### src/rtl/gpio_res_pkg.sv
package gpio_res_pkg;
   localparam logic [1:0] MODE_OUT = 2'b01;
   localparam logic [1:0] PULL_UP  = 2'b01;
   localparam logic [1:0] PULL_DN  = 2'b10;

   typedef struct packed {
      logic       is_out;
      logic       open_drn;
      logic [1:0] pull;
      logic       latch;
   } pin_cfg_t;

   function automatic logic pull_level(input logic [1:0] pull, input logic prev);
      if (pull == PULL_UP)      return 1'b1;
      else if (pull == PULL_DN) return 1'b0;
      else                      return prev;
   endfunction
endpackage

### src/rtl/gpio_drv_arb.sv
module gpio_drv_arb
   import gpio_res_pkg::*;
#(
   parameter int NPINS = 16,
   localparam int IDXW = (NPINS > 1) ? $clog2(NPINS) : 1
) (
   input  logic             clk,
   input  logic             rst_n,
   input  logic [NPINS-1:0] out_i,
   input  logic [NPINS-1:0] od_i,
   input  logic             cfg_drv_i,
   input  logic             ext_vld_i,
   input  logic [IDXW-1:0]  ext_pin_i,
   input  logic             ext_lvl_i,
   output logic [NPINS-1:0] conn_d_o,
   output logic [NPINS-1:0] high_d_o,
   output logic             drv_err_o,
   output logic             cfg_err_o
);
   logic [NPINS-1:0] conn_q, high_q;
   logic [NPINS-1:0] conn_a, high_a, drop;
   logic             refuse, idx_ok;

   assign idx_ok = (int'(ext_pin_i) < NPINS);
   assign refuse = ext_vld_i && idx_ok && out_i[ext_pin_i]
                   && !(od_i[ext_pin_i] && !ext_lvl_i);

   always_comb begin
      conn_a = conn_q;
      high_a = high_q;
      if (ext_vld_i && idx_ok && !refuse) begin
         conn_a[ext_pin_i] = 1'b1;
         high_a[ext_pin_i] = ext_lvl_i;
      end
   end

   for (genvar i = 0; i < NPINS; i++) begin : g_drop
      assign drop[i] = cfg_drv_i && conn_a[i] && out_i[i] && (!od_i[i] || high_a[i]);
   end

   assign conn_d_o = conn_a & ~drop;
   assign high_d_o = high_a;

   always_ff @(posedge clk) begin
      if (!rst_n) begin
         conn_q    <= '0;
         high_q    <= '0;
         drv_err_o <= 1'b0;
         cfg_err_o <= 1'b0;
      end else begin
         conn_q    <= conn_d_o;
         high_q    <= high_d_o;
         drv_err_o <= refuse;
         cfg_err_o <= |drop;
      end
   end
endmodule

### src/rtl/gpio_lvl_resolve.sv
module gpio_lvl_resolve
   import gpio_res_pkg::*;
#(
   parameter int NPINS = 16
) (
   input  pin_cfg_t [NPINS-1:0] cfg_i,
   input  logic [NPINS-1:0]     conn_i,
   input  logic [NPINS-1:0]     high_i,
   input  logic [NPINS-1:0]     prev_i,
   output logic [NPINS-1:0]     lvl_o
);
   for (genvar i = 0; i < NPINS; i++) begin : g_pin
      always_comb begin
         if (cfg_i[i].is_out) begin
            if (!cfg_i[i].open_drn)             lvl_o[i] = cfg_i[i].latch;
            else if (!cfg_i[i].latch)           lvl_o[i] = 1'b0;
            else if (conn_i[i] && !high_i[i])   lvl_o[i] = 1'b0;
            else                                lvl_o[i] = pull_level(cfg_i[i].pull, prev_i[i]);
         end else if (conn_i[i]) begin
            lvl_o[i] = high_i[i];
         end else begin
            lvl_o[i] = pull_level(cfg_i[i].pull, prev_i[i]);
         end
      end
   end
endmodule

### src/rtl/gpio_edge_track.sv
module gpio_edge_track #(
   parameter int NPINS = 16
) (
   input  logic             clk,
   input  logic             rst_n,
   input  logic             evt_i,
   input  logic [NPINS-1:0] lvl_d_i,
   output logic             init_o,
   output logic [NPINS-1:0] lvl_q_o,
   output logic [NPINS-1:0] rise_o,
   output logic [NPINS-1:0] fall_o
);
   logic go;
   assign go = evt_i || init_o;

   always_ff @(posedge clk) begin
      if (!rst_n) begin
         init_o  <= 1'b1;
         lvl_q_o <= '0;
         rise_o  <= '0;
         fall_o  <= '0;
      end else begin
         init_o <= 1'b0;
         if (go) begin
            lvl_q_o <= lvl_d_i;
            rise_o  <= lvl_d_i & ~lvl_q_o;
            fall_o  <= ~lvl_d_i & lvl_q_o;
         end else begin
            rise_o <= '0;
            fall_o <= '0;
         end
      end
   end
endmodule

### src/rtl/gpio_pin_resolver.sv
module gpio_pin_resolver
   import gpio_res_pkg::*;
#(
   parameter int NPINS = 16,
   localparam int IDXW = (NPINS > 1) ? $clog2(NPINS) : 1
) (
   input  logic               clk,
   input  logic               rst_n,
   input  logic [2*NPINS-1:0] mode_i,
   input  logic [NPINS-1:0]   otype_i,
   input  logic [2*NPINS-1:0] pull_i,
   input  logic [NPINS-1:0]   latch_i,
   input  logic               cfg_upd_i,
   input  logic               cfg_drv_i,
   input  logic               ext_vld_i,
   input  logic [IDXW-1:0]    ext_pin_i,
   input  logic               ext_lvl_i,
   output logic [NPINS-1:0]   lvl_o,
   output logic [NPINS-1:0]   rise_o,
   output logic [NPINS-1:0]   fall_o,
   output logic               drv_err_o,
   output logic               cfg_err_o
);
   if (NPINS < 2 || NPINS > 64) begin : g_bad_npins
      $error("gpio_pin_resolver: NPINS must lie in 2..64");
   end

   pin_cfg_t [NPINS-1:0] cfg;
   logic [NPINS-1:0]     is_out, conn_d, high_d, lvl_d;
   logic                 init_q;

   for (genvar i = 0; i < NPINS; i++) begin : g_cfg
      assign is_out[i]       = (mode_i[2*i +: 2] == MODE_OUT);
      assign cfg[i].is_out   = is_out[i];
      assign cfg[i].open_drn = otype_i[i];
      assign cfg[i].pull     = pull_i[2*i +: 2];
      assign cfg[i].latch    = latch_i[i];
   end

   gpio_drv_arb #(.NPINS(NPINS)) i_arb (
      .clk       (clk),
      .rst_n     (rst_n),
      .out_i     (is_out),
      .od_i      (otype_i),
      .cfg_drv_i (cfg_drv_i),
      .ext_vld_i (ext_vld_i),
      .ext_pin_i (ext_pin_i),
      .ext_lvl_i (ext_lvl_i),
      .conn_d_o  (conn_d),
      .high_d_o  (high_d),
      .drv_err_o (drv_err_o),
      .cfg_err_o (cfg_err_o)
   );

   gpio_lvl_resolve #(.NPINS(NPINS)) i_res (
      .cfg_i  (cfg),
      .conn_i (conn_d),
      .high_i (high_d),
      .prev_i (lvl_o),
      .lvl_o  (lvl_d)
   );

   gpio_edge_track #(.NPINS(NPINS)) i_edge (
      .clk     (clk),
      .rst_n   (rst_n),
      .evt_i   (cfg_upd_i || cfg_drv_i || ext_vld_i),
      .lvl_d_i (lvl_d),
      .init_o  (init_q),
      .lvl_q_o (lvl_o),
      .rise_o  (rise_o),
      .fall_o  (fall_o)
   );

   logic unused_init;
   assign unused_init = init_q;
endmodule

### config.mk
export PLATFORM = sky130hd
export DESIGN_NAME = gpio_pin_resolver
export DESIGN_NICKNAME = d
export VERILOG_FILES = /design/src/rtl/gpio_res_pkg.sv /design/src/rtl/gpio_drv_arb.sv /design/src/rtl/gpio_lvl_resolve.sv /design/src/rtl/gpio_edge_track.sv /design/src/rtl/gpio_pin_resolver.sv
export SDC_FILE = /design/constraint.sdc
export NUM_CORES = 1
export LEC_CHECK = 0
export ABC_AREA = 0
export BUFFER_PORTS_ARGS = -buffer_cell sky130_fd_sc_hd__buf_2
export CORE_MARGIN = 3
export CORE_UTILIZATION = 52
export DETAILED_ROUTE_END_ITERATION = 8
export GPL_TIMING_DRIVEN = 0
export PLACE_DENSITY_LB_ADDON = 0.2
export SYNTH_ARGS = -nofsm -noshare
export SYNTH_HDL_FRONTEND = slang
export SYNTH_SLANG_ARGS = --single-unit
### constraint.sdc
create_clock -name clk -period 3.5 [get_ports clk]
set_input_delay 1.05 -clock clk [delete_from_list [all_inputs] [get_ports clk]]
set_output_delay 1.05 -clock clk [all_outputs]
set_load 0.02 [all_outputs]
# --- After elaboration in Yosys (flattened, before gate mapping) ---
# Cells that the tools add are included.
# Widths: inputs -> output; s select.
op_classes:
  n_addsub: 0
  multipliers: 0
  div_mod_pow: 0
  magnitude_cmp: 2
  n_eq_ne: 48
  n_shift: 0
  n_mux: 122
  bitwise: 7
  n_reduce_logical: 125
op_table:
  columns: ["operator", "count"]
  rows:
  - ["$mux 1", 116]
  - ["$logic_and 1x1->1", 69]
  - ["$eq 2x1->1 const B", 32]
  - ["$and 16x16->16", 3]
  - ["$not 16->16", 3]
  - ["$logic_not 1->1", 35]
  - ["$eq 2x2->1 const B", 16]
  - ["$mux 16", 2]
  - ["$logic_or 1x1->1", 19]
  - ["$bwmux 16", 1]
  - ["$or 16x16->16", 1]
  - ["$reduce_or 16->1", 1]
  - ["$bmux 1 s4", 2]
  - ["$lt 4x5->1 const B", 1]
  - ["$demux 1 s4", 1]
  - ["$ge 4x1->1 const B", 1]
  - ["$reduce_and 2->1", 1]
word_totals:
  ff_bits: 83
  latch_bits: 0
  ram_bits: 0
  mem_bits_ro: 0
  inputBits: 106
  out_inout_bits: 50
  word_cells: 312
  n_memories: 0

# --- Depth between registers and ports, before layout ---
# Gate-level depths: netlist of run 1.
depth:
  word_depth: 20
  mapped_depth: 11
  ltp_nobuf: 8

# --- Cells and area by module ---
# From an unflattened synthesis of run 1, not the netlist that was laid out.
hier_totals:
  cells_unflattened: 604
  hier_area_um2: 4966.0
modules_own_cells:
  columns: ["module", "instances", "cells_each", "area_each_um2", "seq_area_each_um2"]
  rows:
  - ["gpio_drv_arb", 1, 298, 2378.5, 680.7]
  - ["gpio_edge_track", 1, 145, 1620.3, 980.9]
  - ["gpio_lvl_resolve", 1, 144, 860.8, 0.0]
  - ["gpio_pin_resolver", 1, 17, 106.4, 0.0]

# --- Least setup slack after synthesis of run 1 ---
# OpenSTA, ideal clock, no wires.
synth_path:
  path_kind: "input-to-reg"
  startpoint: "in ext_pin_i[1]"
  endpoint: "reg i_edge.fall_o[14]"
  setup_ps: 60
  t_arrival_ps: 3174
  required_time_ps: 3440
  slack_ps: 266
  cell_stages: 11
  path_cell_list: "buf_4 > buf_2 > nor3b_1 > o21ai_0 > a22oi_2 > nand3_4 > buf_4 > o21ai_2 > mux2_4 > a221oi_2 > and3_1"
synth_between:
  elab_chain_len: 20
  word_cells_on_any_way: 34
  cone_classes: "order compare: 2; mux: 14; bitwise: 5; reduce/logical: 13"
synth_rtl:
  columns: ["item", "line", "source"]
  rows:
  - ["start: declaration", "gpio_pin_resolver.sv:16", "input logic [IDXW-1:0] ext_pin_i,"]
  - ["parallel branches: the longest is 17 deep, another holds $lt 4x5->1", null, null]
  - ["$mux 1 (*)", "gpio_lvl_resolve.sv:14", "if (cfg_i[i].is_out) begin"]
  - ["$not 16->16 (*)", "gpio_edge_track.sv:27", "fall_o <= ~lvl_d_i & lvl_q_o;"]
  - ["$and 16x16->16 (*)", "gpio_edge_track.sv:27", null]
  - ["end signal: assignment", "gpio_edge_track.sv:27", null]
  - ["end: declaration", "gpio_edge_track.sv:11", "output logic [NPINS-1:0] fall_o"]
# Mark *: on every way between the ends. The select of a mux whose other input is x is not followed.
# A chain may end at the register's enable or synchronous reset.

# --- Worst setup path after layout of run 1 ---
layout_path:
  startpoint: "in ext_pin_i[1]"
  endpoint: "reg i_edge.lvl_q_o[10]"
layout_between:
  elab_chain_len: 18
  word_cells_on_any_way: 32
  cone_classes: "order compare: 2; mux: 14; bitwise: 3; reduce/logical: 13"
layout_rtl:
  columns: ["item", "line", "source"]
  rows:
  - ["parallel branches: the longest is 17 deep, another holds $lt 4x5->1", null, null]
  - ["$mux 1 (*)", "gpio_lvl_resolve.sv:14", null]
  - ["end signal: assignment", "gpio_edge_track.sv:25", "lvl_q_o <= lvl_d_i;"]
  - ["end: declaration", "gpio_edge_track.sv:9", "output logic [NPINS-1:0] lvl_q_o,"]
# Marks and branches as above.

==> impl_metrics.toml, run 1 <==
[place]
hpwl_mm = 14.4
dpl-instance-area_um2 = 6050
io_buffers = 151
routabilityCongestion = 1.00
place_ws_ns = -0.368

[clock_tree]
cts_setup_buffers = 0
cts.sinks = 83
htreeDepth = 3
cts_made_buffers = 9
cts-root-buf = "clkbuf_8"
ctsLongestPathBuffers = 2
cts_hold_buf = 0
path_clk_slew_ns = 0.09
cts_tree = "done"
clkLatencyLatePin_ns = 0.36

[logic_synthesis]
syn_avg_cell_area_um2 = 7.71
synth_largest_area_cell = "dfxtp_1"
synth-edff-count = 0
synthFlopType = "dfxtp_1"
yosysTopAreaCellShare_pct = 32.4
synth_cell_types = 66
synth_cells = 666
synthTopCellsByArea = "dfxtp_1, nor2_1, nand2_1, o21ai_0, a21oi_1"
ys_seq_area_share_pct = 32.4
ys_ff_latch = 83
syn-cell-area_um2 = 5130
synth_warnings = 0
syn_nets = 772
ys_async_sr_fraction_pct = 0

[grt]
grt_antenna_before_repair = 0
grt_first_pass_wirelength_mm = 29.5
first_global_vias = 5789
grt_overflow_total = 0
grt_max_degree = 15
grt_use_total_pct = 33.7

[timing]
final_max_slew_viol_count = 0
max_clock_freq_mhz = 293
finalHoldViolations = 0
max_slew.worst_pin.slew_ns = 0.945
slew_headroom_pct = 37.0
rsz0062_at_grt = "no"
fin_worst_skew_ns = 0.00854
setup_viol = 0
period_share_pct = 97.6
setup_ws_ns = 0.0827
fin_crit_ns = 3.42

[die]
row_count = 35
dieArea_um2 = 11100
start_util_pct = 54.5
core_um2 = 9420
die_x_um = 105
io_pins = 156
die_h_um = 105

[route]
vias_per_cell = 6.06
vias = 5826
drcViolationCount = 0
finalWirelength_mm = 19.1
drt-initial-drc-count = 448
wl_per_cell_um = 19.8
drt_pre_antenna_iters = 8
ant_nets = 0

[flow_run]
cap_violations = 0

[critical_path]
start_kind = "primary input"
critPathMaxFanout = 10
r2r_start = "i_edge.init_o"
cp-end-kind = "register"
arrival_ns = 3.67
startpoint = "ext_pin_i[1]"
critical_path_class = "primary input to register"
worst_ep_required_time_ns = 3.75

[final_layout]
post-route-util_pct = 66.4
finalNetCount = 933
fillCellCount = 817
area_growth_pct = 21.8
diodes = 0
layout_commonest_cell = "buf_2"
final_layout_size_suffix_gt1_share_pct = 25.2
fin_area_um2 = 6250
final_cell_mix = "buf_2, dfxtp_1, nor2_1, nand2_1, o21ai_0"

[status]
outcome = "complete, no violations"

[pwr]
p_per_area_nw_per_um2 = 381
p_leak_uw = 0.00274
peakVddDrop_v = 0.000232

[hold_path]
min_path_type = "register to register"
hold_start = "i_arb.high_q[1]"
-- flip-flops by register name, indices dropped and copies added (netlist names) --
signal	count
i_arb.high_q	16
i_edge.init_o	1
i_arb.drv_err_o	1
i_arb.cfg_err_o	1
i_edge.rise_o	16
i_edge.fall_o	16
i_arb.conn_q	16
i_edge.lvl_q_o	16
-- final timing paths --
check / slack [ns] / end / cells past startpoint
setup / recovery: 0.08 / i_edge.lvl_q_o[10] / 11
hold / removal: 0.47 / i_arb.high_q[1] / 2
setup reg to reg: 1.16 / i_edge.rise_o[4] / 5
hold reg to reg: 0.47 / i_arb.high_q[1] / 2
-- through the flow --
stage / setup TNS, ns / power [uW] / cells / hold slack [ns]
finish: 0 / 2380 / 961 / 0.472
global route: 0 / 2480 / 961 / 0.523
CTS: 0 / 2370 / 962 / 0.466
detailed placement: -8.19 / 1660 / 946 / 0.454
global placement: -7.19 / 1640 / 946 / 0.447
floorplan: 0 / 1420 / 666 / 0.432
-- cell type report --
type | instances | area, um2 | area share [%]
repair buffers | 151 | 756 | 12.1
clock inverters | 5 | 62.6 | 1.00
clock buffers | 11 | 141 | 2.26
flip-flops and latches | 83 | 1660 | 26.6
well taps | 129 | 161 | 2.58
inverters | 45 | 169 | 2.70
multi-input cells | 509 | 3170 | 50.7
plain buffers | 28 | 131 | 2.10
-- synth_stat cells (all sizes together), types with 3 or more instances --
cell type	count
a211oi	15
a21o	10
a21oi	41
a221oi	16
a22oi	3
a311oi	4
a31oi	13
and2	4
and3	16
and4	3
buf	9
clkbuf	20
dfxtp	83
inv	45
maj3	16
mux2	11
mux2i	15
nand2	62
nand2b	18
nand3	5
nand3b	3
nor2	78
nor2b	16
nor3	29
nor3b	10
o211a	3
o211ai	7
o21ai	59
o22ai	11
or2	7
or3b	3
-- logic make-up (layout without fill, tap and decap cells) --
family          count (synthesis)  after routing  share of synthesized area [%]
fa+ha+maj                      16             16                           3.12
flops                          83             83                           32.4
simple gates                  261            261                           25.3
mux                            26             26                           5.41
buf+inv                        74            240                           5.85
compound gates                206            206                           27.9
-- per-layer routing --
metal  vias to the layer above  GRT usage (%)  wire length (um)
li1                       2736              -                 -
met1                      2678           42.2              7660
met2                       362           55.8              8780
met3                        50           6.86              1950
met4                         0           15.2               658
met5                         -              0                 0
-- power breakdown --
group          switching (uW)  internal (uW)  total [uW]  leakage (uW)
sequential               34.6            999        1030      0.000678
clock                     383            353         736     0.0000957
combinational             387            228         615       0.00196
-- repair_timing --
item / 4_1_cts / 5_1_grt
endpoints found under the setup margin: 1 / 12
hold endpoints to repair: 0 / 0
gates resized for setup: 1 / 2
-- critical path: stages --
cell and delay (ns):
buf_4 0.17, buf_2 0.21, nor3b_1 0.28, o21ai_0 0.15, a22oi_2 0.27, nand3_4 0.21
buf_4 0.26, nor2_4 0.24, nor2_1 0.17, a22o_1 0.28, a221o_1 0.35
(Power assumes the default switching activity.)
==> run 2: changes to the inputs <==
- CORE_ASPECT_RATIO: unset -> 0.75
==> run 2 against run 1 <==
First-iteration DRC count up 51%; global-route usage up 1.1 points; largest power group unchanged; final area increased by 1.3%.
==> impl_metrics.toml, run 2 (synthesized netlist as in run 1, its figures left out) <==
[die]
row_count = 30
core_um2 = 9310
die_h_um = 92.1
start_util_pct = 55.1
dieArea_um2 = 11100
die_x_um = 121
io_pins = 156

[clock_tree]
ctsLongestPathBuffers = 2
cts_made_buffers = 9
cts_hold_buf = 0
cts.sinks = 83
cts_tree = "done"
path_clk_slew_ns = 0.07
clkLatencyLatePin_ns = 0.35
cts_setup_buffers = 0
htreeDepth = 3
cts-root-buf = "clkbuf_16"

[flow_run]
cap_violations = 0

[route]
vias_per_cell = 6.21
finalWirelength_mm = 19.8
drt_pre_antenna_iters = 6
wl_per_cell_um = 20.6
vias = 5957
ant_nets = 0
drcViolationCount = 0
drt-initial-drc-count = 676

[final_layout]
layout_commonest_cell = "buf_2"
post-route-util_pct = 68.1
finalNetCount = 932
fin_area_um2 = 6340
final_layout_size_suffix_gt1_share_pct = 25.6
area_growth_pct = 23.4
diodes = 0
final_cell_mix = "buf_2, dfxtp_1, nor2_1, nand2_1, o21ai_0"

[grt]
first_global_vias = 5733
grt_max_degree = 15
grt_use_total_pct = 34.8
grt_overflow_total = 0
grt_first_pass_wirelength_mm = 30.0
grt_antenna_before_repair = 0

[critical_path]
crit_chain = "buf_4, buf_2, nor3b_2, o21ai_0, a22oi_2, nand3_4, buf_4, nor2_4, nor2_1, a22o_1, a221o_1"
cp-end-kind = "register"
crit_slowest_cell = "a221o_1"
critPathMaxStageDelay_ns = 0.34
critPathMaxFanout = 10
start_kind = "primary input"
r2r_start = "i_edge.init_o"
r2r-end = "i_edge.rise_o[0]"
arrival_ns = 3.65
r2r_slack_ns = 1.15
worst_ep_required_time_ns = 3.74
worst_r2r_path_depth = 5
crit_top_cell = "buf_4"
critical_path_class = "primary input to register"

[timing]
period_share_pct = 97.3
setup_viol = 0
max_clock_freq_mhz = 294
fin_worst_skew_ns = 0.00844
rsz0062_at_grt = "no"
final_max_slew_viol_count = 0
fin_crit_ns = 3.41
max_slew.worst_pin.slew_ns = 0.895
holdWs_ns = 0.488
slew_headroom_pct = 40.3
finalHoldViolations = 0
setup_tns_ns = 0

[pwr]
p_per_area_nw_per_um2 = 408
switching_power_uw = 853
internal-power_uw = 1730
p_leak_uw = 0.00277
peakVddDrop_v = 0.000311
seqPwrFrac_pct = 40.0
clockPowerShare_pct = 35.8
power_uw = 2580
p_sw_share_pct = 33.0
p_comb_share_pct = 24.1

[hold_path]
min_path_type = "register to register"
whs_path_depth = 2
whs_endpoint = "i_arb.high_q[1]"
hold_start = "i_arb.high_q[1]"

[place]
routabilityCongestion = 0.972
io_buffers = 151
hpwl_mm = 14.9
dpl-instance-area_um2 = 6050

[status]
outcome = "complete, no violations"
==> run 2: changes by cell type in the layout (fill, tap and decap cells not counted), sizes merged <==
cell,change
bufinv,-1
inv,+1
clkbuf,-1
==> run 2: critical path, delay by kind of cell <==
kind            cells  cell delay [ns]
simple gates        4             0.92
buf+inv             3             0.63
compound gates      4             1.04
==> run 2: per-stage QoR <==
step	std cells	setup slack (ns)
after floorplan	666	0.266
after global placement	945	-0.400
after detailed placement	945	-0.405
after CTS	961	0.0295
after global routing	959	0.00475
final	959	0.0940
==> run 2: layout make-up <==
| cell class | instances | area, um2 |
|---|---|---|
| clock buffers | 11 | 243 |
| inverters | 45 | 169 |
| plain buffers | 27 | 128 |
| repair buffers | 151 | 756 |
| clock inverters | 5 | 37.5 |
| multi-input cells | 509 | 3180 |
| well taps | 128 | 160 |
| flip-flops and latches | 83 | 1660 |
| fillers | 774 | 2970 |
==> run 2: power groups by stage <==
stage	clock network, uW	registers [uW]	logic (uW)
after global routing	958	1040	664
final	926	1030	623
after detailed placement	0	1050	605
after CTS	917	1030	610
after global placement	0	1050	589
after floorplan	0	1110	308
==> run 2: metal layers <==
metal | track usage, % | up-vias | part of all wire [%]
met5 | 0 | - | 0
met4 | 11.1 | 0 | 2.4
met3 | 9.37 | 51 | 11
met2 | 54.6 | 362 | 44
met1 | 46.6 | 2818 | 43
li1 | - | 2726 | -
==> run 2: repair_timing <==
item                                    4_1_cts  5_1_grt
pin swaps                                     0        1
resized for setup                             2        4
endpoints found under the setup margin        8       18
==> run 2: worst max-delay path by stage <==
stage	start	endpoint	slack, ns	cells past startpoint
after floorplan	ext_pin_i[1]	i_edge.fall_o[14]	0.27	11
after global placement	ext_pin_i[1]	i_edge.lvl_q_o[0]	-0.40	10
after detailed placement	ext_pin_i[2]	i_edge.lvl_q_o[0]	-0.41	11
after CTS	ext_pin_i[2]	i_edge.lvl_q_o[0]	0.03	11
after global routing	ext_pin_i[1]	i_edge.lvl_q_o[10]	0.005	11
final	ext_pin_i[1]	i_edge.lvl_q_o[10]	0.09	11
==> run 3: changes to the inputs <==
- CAP_MARGIN: unset -> 20
- PLACE_DENSITY: unset -> 0.87
- PLACE_DENSITY_LB_ADDON: 0.2 -> unset
- REMOVE_ABC_BUFFERS: unset -> 1
==> run 3 against run 2 <==
Sequential power about the same; largest cell class unchanged; flip-flop and latch count unchanged; register-to-register slack improved by 0.23 ns; critical path type unchanged; clock skew decreased by 0.0041 ns; critical path depth decreased by 2; die area unchanged.
==> impl_metrics.toml, run 3 (synthesized netlist as in run 1, its figures left out) <==
[critical_path]
startpoint = "ext_pin_i[1]"
worst_ep_required_time_ns = 3.69
critPathMaxFanout = 27
crit_slowest_cell = "a311o_1"
cp-end-kind = "register"
r2r_start = "i_edge.init_o"
arrival_ns = 3.58
crit_chain = "buf_4, mux2i_1, a311o_1, a311oi_2, a31o_4, o211ai_2, mux2_1, a221oi_2, o21ai_0"
critPathMaxStageDelay_ns = 0.38
r2r_slack_ns = 1.38
start_kind = "primary input"
critical_path_class = "primary input to register"

[die]
core_um2 = 9310
io_pins = 156
die_h_um = 92.1
die_x_um = 121
start_util_pct = 55.1
dieArea_um2 = 11100
row_count = 30

[hold_path]
hold_start = "i_edge.lvl_q_o[15]"
min_path_type = "register to register"

[clock_tree]
clkLatencyLatePin_ns = 0.34
cts.sinks = 83
htreeDepth = 3
ctsLongestPathBuffers = 2
cts-root-buf = "clkbuf_16"
path_clk_slew_ns = 0.06
cts_hold_buf = 0
cts_made_buffers = 9
cts_tree = "done"

[final_layout]
diodes = 0
final_cell_mix = "buf_2, dfxtp_1, nor2_1, nand2_1, o21ai_0"
finalNetCount = 921
post-route-util_pct = 68.2
layout_commonest_cell = "buf_2"
area_growth_pct = 23.6
final_layout_size_suffix_gt1_share_pct = 26.7

[route]
ant_nets = 0
drt_pre_antenna_iters = 5
finalWirelength_mm = 17.6
vias = 5830
vias_per_cell = 6.16
drt-initial-drc-count = 461
wl_per_cell_um = 18.6
drcViolationCount = 0

[timing]
setup_tns_ns = 0
fin_crit_ns = 3.39
final_max_slew_viol_count = 0
setup_viol = 0
period_share_pct = 96.8
slew_headroom_pct = 34.1
rsz0062_at_grt = "no"
fin_worst_skew_ns = 0.00433
max_slew.worst_pin.slew_ns = 0.987
max_clock_freq_mhz = 295
finalHoldViolations = 0

[grt]
grt_antenna_before_repair = 0
first_global_vias = 5405
grt_first_pass_wirelength_mm = 27.0
grt_overflow_total = 0
grt_use_total_pct = 30.5
grt_max_degree = 28

[place]
hpwl_mm = 12.8
io_buffers = 155
routabilityCongestion = 0.908

[pwr]
p_leak_uw = 0.00279
peakVddDrop_v = 0.000271
p_per_area_nw_per_um2 = 405

[flow_run]
cap_violations = 0

[status]
outcome = "complete, no violations"
## run 3: cell count changes in the layout (fill, tap and decap cells not counted), sizes merged
cell	delta
clkbuf	-18
bufinv	+1
clkinvlp	-1
inv	-2
buf	+7
## run 3: repair_timing
item                                    4_1_cts  5_1_grt
resized for setup                             2        2
setup buffers                                 0       11
endpoints found under the setup margin       20       20
pin swaps                                     0        1
## run 3: path summary, 6_finish.rpt
path | depth (start not counted) | end
setup / recovery | 9 | i_edge.lvl_q_o[9]
hold / removal | 1 | i_edge.rise_o[15]
setup reg to reg | 5 | i_edge.lvl_q_o[10]
hold reg to reg | 1 | i_edge.rise_o[15]
## run 3: final cells by class
| cell class | instances | area (um2) |
|---|---|---|
| Clock buffer | 11 | 243 |
| Clock inverter | 3 | 40.0 |
| Fill cell | 832 | 2960 |
| Inverter | 45 | 173 |
| Multi-Input combinational cell | 509 | 3180 |
| Sequential cell | 83 | 1660 |
| Tap cell | 128 | 160 |
| Timing Repair Buffer | 167 | 888 |
## run 3: routing by layer
layer	part of all wire, %	GRT usage (%)	vias up	wire, um
met5	0	0	-	0
met4	2.0	11.1	0	352
met3	9.4	5.86	36	1660
met2	46	49.6	349	8080
met1	43	40.3	2743	7480
li1	-	-	2702	-
## run 3: stage by stage
stage | worst slack, ns | cells | power [uW] | area [um2] | hold slack, ns
after floorplan | 0.478 | 637 | 1400 | 5000 | 0.431
after global placement | -0.433 | 920 | 1610 | 5940 | 0.448
after detailed placement | -0.474 | 921 | 1630 | 5970 | 0.470
after CTS | 0.0883 | 935 | 2550 | 6260 | 0.483
after global routing | 0.00353 | 946 | 2680 | 6350 | 0.511
final | 0.112 | 946 | 2570 | 6350 | 0.479
## run 3: power by group
group	internal, uW	switching, uW
clock network	562	371
logic	234	372
registers	1000	33.7
total	1800	777
## run 3: worst max-delay path, delay by kind of cell
kind                   cells  cell delay, ns
multiplexers               2            0.54
AO/OA/AOI/OAI              6            1.67
buffers and inverters      1            0.31
